**src/rtl/cpu_step_ctrl.sv**
```systemverilog
module cpu_step_ctrl #(
  parameter int DW     = 32,
  parameter int RW     = 4,
  parameter int CW     = 4,
  parameter int SP_ID  = 4,
  parameter int NO_REG = 8,
  parameter int STEP   = 4
) (
  input  logic [CW-1:0] op_code,
  input  logic [CW-1:0] fn_code,
  input  logic [RW-1:0] ra_id,
  input  logic [RW-1:0] rb_id,
  input  logic [DW-1:0] const_w,
  input  logic [DW-1:0] seq_pc,
  input  logic [DW-1:0] rd_a,
  input  logic [DW-1:0] rd_b,
  input  logic [DW-1:0] alu_res,
  input  logic [DW-1:0] mem_rdata,
  input  logic          br_take,
  output logic [RW-1:0] src_a,
  output logic [RW-1:0] src_b,
  output logic [RW-1:0] dst_alu,
  output logic [RW-1:0] dst_mem,
  output logic [DW-1:0] alu_in_a,
  output logic [DW-1:0] alu_in_b,
  output logic [CW-1:0] alu_fn,
  output logic          mem_rd,
  output logic          mem_wr,
  output logic [DW-1:0] mem_addr,
  output logic [DW-1:0] mem_wdata,
  output logic [DW-1:0] next_pc
);
  localparam logic [CW-1:0] OP_RRMOV = CW'(2);
  localparam logic [CW-1:0] OP_IRMOV = CW'(3);
  localparam logic [CW-1:0] OP_STORE = CW'(4);
  localparam logic [CW-1:0] OP_LOAD  = CW'(5);
  localparam logic [CW-1:0] OP_ALU   = CW'(6);
  localparam logic [CW-1:0] OP_JUMP  = CW'(7);
  localparam logic [CW-1:0] OP_CALL  = CW'(8);
  localparam logic [CW-1:0] OP_RET   = CW'(9);
  localparam logic [CW-1:0] OP_PUSH  = CW'(10);
  localparam logic [CW-1:0] OP_POP   = CW'(11);
  localparam logic [CW-1:0] FN_ADD   = '0;
  localparam logic [RW-1:0] SP       = RW'(SP_ID);
  localparam logic [RW-1:0] NR       = RW'(NO_REG);
  localparam logic [DW-1:0] STEP_UP  = DW'(STEP);
  localparam logic [DW-1:0] STEP_DN  = DW'(-STEP);

  logic is_rr, is_ir, is_st, is_ld, is_op, is_jmp, is_call, is_ret, is_push, is_pop;
  logic uses_sp, pops_sp;

  assign is_rr   = op_code == OP_RRMOV;
  assign is_ir   = op_code == OP_IRMOV;
  assign is_st   = op_code == OP_STORE;
  assign is_ld   = op_code == OP_LOAD;
  assign is_op   = op_code == OP_ALU;
  assign is_jmp  = op_code == OP_JUMP;
  assign is_call = op_code == OP_CALL;
  assign is_ret  = op_code == OP_RET;
  assign is_push = op_code == OP_PUSH;
  assign is_pop  = op_code == OP_POP;

  assign pops_sp = is_ret | is_pop;
  assign uses_sp = pops_sp | is_call | is_push;

  assign src_a   = (is_rr | is_st | is_op | is_push) ? ra_id :
                   pops_sp                           ? SP    : NR;
  assign src_b   = (is_op | is_st | is_ld) ? rb_id :
                   uses_sp                 ? SP    : NR;
  assign dst_alu = (is_rr | is_ir | is_op) ? rb_id :
                   uses_sp                 ? SP    : NR;
  assign dst_mem = (is_ld | is_pop) ? ra_id : NR;

  always_comb begin
    if (is_rr | is_op)               alu_in_a = rd_a;
    else if (is_ir | is_st | is_ld)  alu_in_a = const_w;
    else if (is_call | is_push)      alu_in_a = STEP_DN;
    else if (pops_sp)                alu_in_a = STEP_UP;
    else                             alu_in_a = '0;
  end

  assign alu_in_b  = (is_rr | is_ir) ? '0 : rd_b;
  assign alu_fn    = is_op ? fn_code : FN_ADD;

  assign mem_rd    = is_ld | pops_sp;
  assign mem_wr    = is_st | is_push | is_call;
  assign mem_addr  = pops_sp ? rd_a : alu_res;
  assign mem_wdata = is_call ? seq_pc : rd_a;

  assign next_pc   = (is_call | (is_jmp & br_take)) ? const_w   :
                     is_ret                         ? mem_rdata : seq_pc;
endmodule

```
**config.mk**
```make
export PLATFORM = sky130hd
export DESIGN_NAME = cpu_step_ctrl
export DESIGN_NICKNAME = d
export VERILOG_FILES = /design/src/rtl/cpu_step_ctrl.sv
export SDC_FILE = /design/constraint.sdc
export NUM_CORES = 1
export LEC_CHECK = 0
export ABC_AREA = 1
export BUFFER_PORTS_ARGS = -buffer_cell sky130_fd_sc_hd__buf_2
export CORE_AREA = 2 2 152 154
export DETAILED_ROUTE_END_ITERATION = 7
export DIE_AREA = 0 0 154 156
export PLACE_DENSITY = 0.39
export SYNTH_ARGS = -nofsm -noshare
export SYNTH_HDL_FRONTEND = slang
export SYNTH_SLANG_ARGS = --single-unit
```
**constraint.sdc**
```tcl
create_clock -name vclk -period 1.05
set_input_delay 0.0525 -clock vclk [all_inputs]
set_output_delay 0.0525 -clock vclk [all_outputs]
set_load 0.1 [all_outputs]
```
==> impl_summary.txt <==
----------------------------------------------------
[Outcome]
  Status ... finished with violations
  Violated checks ... negative setup slack

[Job]
  Max capacitance violation total ... 0

[Critical path]
  CP startpoint kind ... primary input
  Data required time at the worst endpoint ... 1.00 ns
  Peak fanout along the critical path ... 6
  Worst path max stage delay ... 0.18 ns
  Critical-path cell with the highest stage delay ... sky130_fd_sc_hd__clkbuf_16
  CP Data Arrival Time ... 1.29 ns
  Sequence of cells on the critical path ... buf_8 -> buf_6 -> nor2_4 -> buf_12 -> nand2_8 -> clkbuf_16 -> nand2_1 -> nand2_2 -> nand2_8 -> nand2_8 -> buf_12
  Kind of capture point of the worst setup path ... output pin
  Crit-path most repeated cell ... sky130_fd_sc_hd__nand2_8
  Sum of buffers and inverters on the critical path ... 5
  Worst setup path category ... primary input to output pin
  Category of cells accounting for the largest share of critical-path delay ... buffers and inverters

[Cells and area]
  Final instance area ... 13300 um^2
  Share of cells above drive strength 1 ... 82.7%
  Area of the multi-input gates ... 6050 um^2
  FILL cells ... 1870
  Post-Route Utilization ... 59.6%
  Commonest non-fill, non-tap cell in the layout ... sky130_fd_sc_hd__buf_12
  Area grow syn2layout ... 404%
  Top library cells by usage in the layout, fill and taps aside ... sky130_fd_sc_hd__buf_12 (219), sky130_fd_sc_hd__buf_2 (205), sky130_fd_sc_hd__nand2_4 (130)
  Clock buffer count in the final layout ... 0
  NumNets Final ... 1339
  Register area ... 0 um^2
  Sequential cell count ... 0

[Floorplanning]
  Die outline width ... 154 um
  Ports ... 391
  Area of the core region ... 22400 um^2
  Die Span Y ... 156 um
  Standard-cell row count ... 55
  Starting density of the core ... 11.8%
  Area of the die ... 24000 um^2

[Yosys]
  Compound-Gate Fraction of Synth Area ... 2.41%
  Post-synth net total ... 870
  Synthesized-area fraction occupied by and/or/nand/nor cells ... 82.6%
  Number of distinct standard cells referenced by the synthesized netlist ... 13
  Post-synthesis instance total ... 661
  Avg Cell Area, Syn ... 4.00 um^2
  Share of synthesized area occupied by flip-flops and latches ... 0%
  Xor/xnor share of the synthesized area ... 0%
  Synthesized-area fraction occupied by adder cells ... 0%
  Yosys warning total ... 0
  Share of cell area taken by muxes after synthesis ... 0%
  Dominant combinational cell family by area after synthesis ... simple AND/OR/NAND/NOR gates
  Synthesized area ... 2640 um^2

[Power and ir drop]
  Lkg Pwr ... 6.13 nW
  Pwr per Cell Area ... 759 nW/um^2
  Max rail drop VDD ... 0.429 mV

[Routing]
  DRT iter0 DRCs ... 210
  TritonRoute pass-1 iters ... 4
  Via count normalized by instance count ... 4.31
  Number of nets with antenna violations after detailed routing ... 0
  Average detailed-routed wire length per instance ... 19.7 um
  DRC viols ... 0
  Total Routed Length ... 27900 um
  Via count of the routed design ... 6096

[Placement]
  Placed instance area ... 10400 um^2
  Port-buffer cells ... 391
  Hpwl dp ... 19800 um
  Post-Place Worst Slack ... -0.381 ns
  Final RePlAce weighted congestion ... 0.773

[Timing]
  Hold violation count in the final report ... 0
  Post-layout worst setup margin ... -0.294 ns
  Finish-stage setup viols ... 177
  RSZ-0062 raised after global routing ... true
  Max Slew Vio Count ... 0
  Hold slack ... 0.475 ns
  Total Neg Setup Slack ... -31.48 ns
  Normalized max-slew margin ... 73.5%
  Max Clk Rate ... 0.744 GHz
  Tcrit/Tclk final ... 128%
  Shortest clock period the worst path allows after layout ... 1.34 ns
  Measured slew at the worst slew-check pin ... 0.397 ns

[GRT]
  Number of antenna violations at the first check in global routing ... 2
  Global-route wire length before repair ... 36400 um
  Pin count of the biggest net entering global routing ... 23
  Vias in the first global route ... 5853
  Overall Global Routing Usage ... 19.7%
  Grt ovf ... 0

[Worst hold path]
  Worst Hold Class ... primary input to output pin

----------------------------------------------------
==> worst min-delay path, stage by stage <==
cell                      delay [ns]
sky130_fd_sc_hd__buf_2          0.10
sky130_fd_sc_hd__nand2_4        0.05
sky130_fd_sc_hd__nand2_4        0.05
sky130_fd_sc_hd__buf_12         0.16
==> worst paths after layout <==
path         from           end  slack, ns  cells past startpoint
max    op_code[1]   next_pc[17]      -0.29                     11
min   alu_res[18]  mem_addr[18]       0.48                      4
==> logic make-up after synthesis <==
| logic type | after synthesis |
|---|---|
| AO/OA/AOI/OAI | 12 |
| buffers and inverters | 96 |
| AND/OR/NAND/NOR | 553 |
==> per-layer routing <==
metal	part of all wire [%]	GRT usage [%]	up-vias
li1	-	-	2931
met1	39	23.0	2895
met2	54	38.1	245
met3	5.9	3.83	23
met4	1.3	2.09	2
met5	0.025	0	-
==> power by group <==
group / internal [mW] / total [mW] / switching [mW]
combinational: 3.75 / 10.1 / 6.37
sequential: 0 / 0 / 0
clock: 0.000000127 / 0.000000127 / 0
total: 3.75 / 10.1 / 6.37
==> final cells by class <==
type | count | share of cell area (%)
Timing Repair Buffer | 508 | 50.2
Tap cell | 285 | 2.68
Antenna cell | 1 | 0.0188
Inverter | 55 | 1.76
Multi-Input combinational cell | 565 | 45.4
==> synth_stat cells <==
library cell	n	area share (%)
sky130_fd_sc_hd__nand2_1	428	61
sky130_fd_sc_hd__nand2_2	1	0.24
sky130_fd_sc_hd__nor2_2	4	0.95
sky130_fd_sc_hd__nor2_4	1	0.43
sky130_fd_sc_hd__o21ai_0	11	2.1
sky130_fd_sc_hd__buf_2	28	5.3
sky130_fd_sc_hd__nand4_1	1	0.24
sky130_fd_sc_hd__nand3_1	68	13
sky130_fd_sc_hd__nor2_1	50	7.1
sky130_fd_sc_hd__inv_1	52	7.4
sky130_fd_sc_hd__o21ai_2	1	0.33
sky130_fd_sc_hd__inv_2	3	0.43
sky130_fd_sc_hd__clkbuf_1	13	1.8
==> per-stage QoR <==
| stage | std cells | power (mW) |
|---|---|---|
| floorplan | 661 | 5.69 |
| global placement | 1360 | 8.87 |
| detailed placement | 1360 | 8.88 |
| CTS | 1378 | 9.44 |
| global route | 1414 | 10.4 |
| finish | 1414 | 10.1 |
==> timing repair <==
action                                  CTS  global route
endpoints found under the setup margin  182           180
buffers inserted                         12            21
hold buffers                              0             0
pin swaps                                43            67
resized for setup                       240           287
cloned                                    6            17
Note: power is estimated with default switching activity, not from simulation.
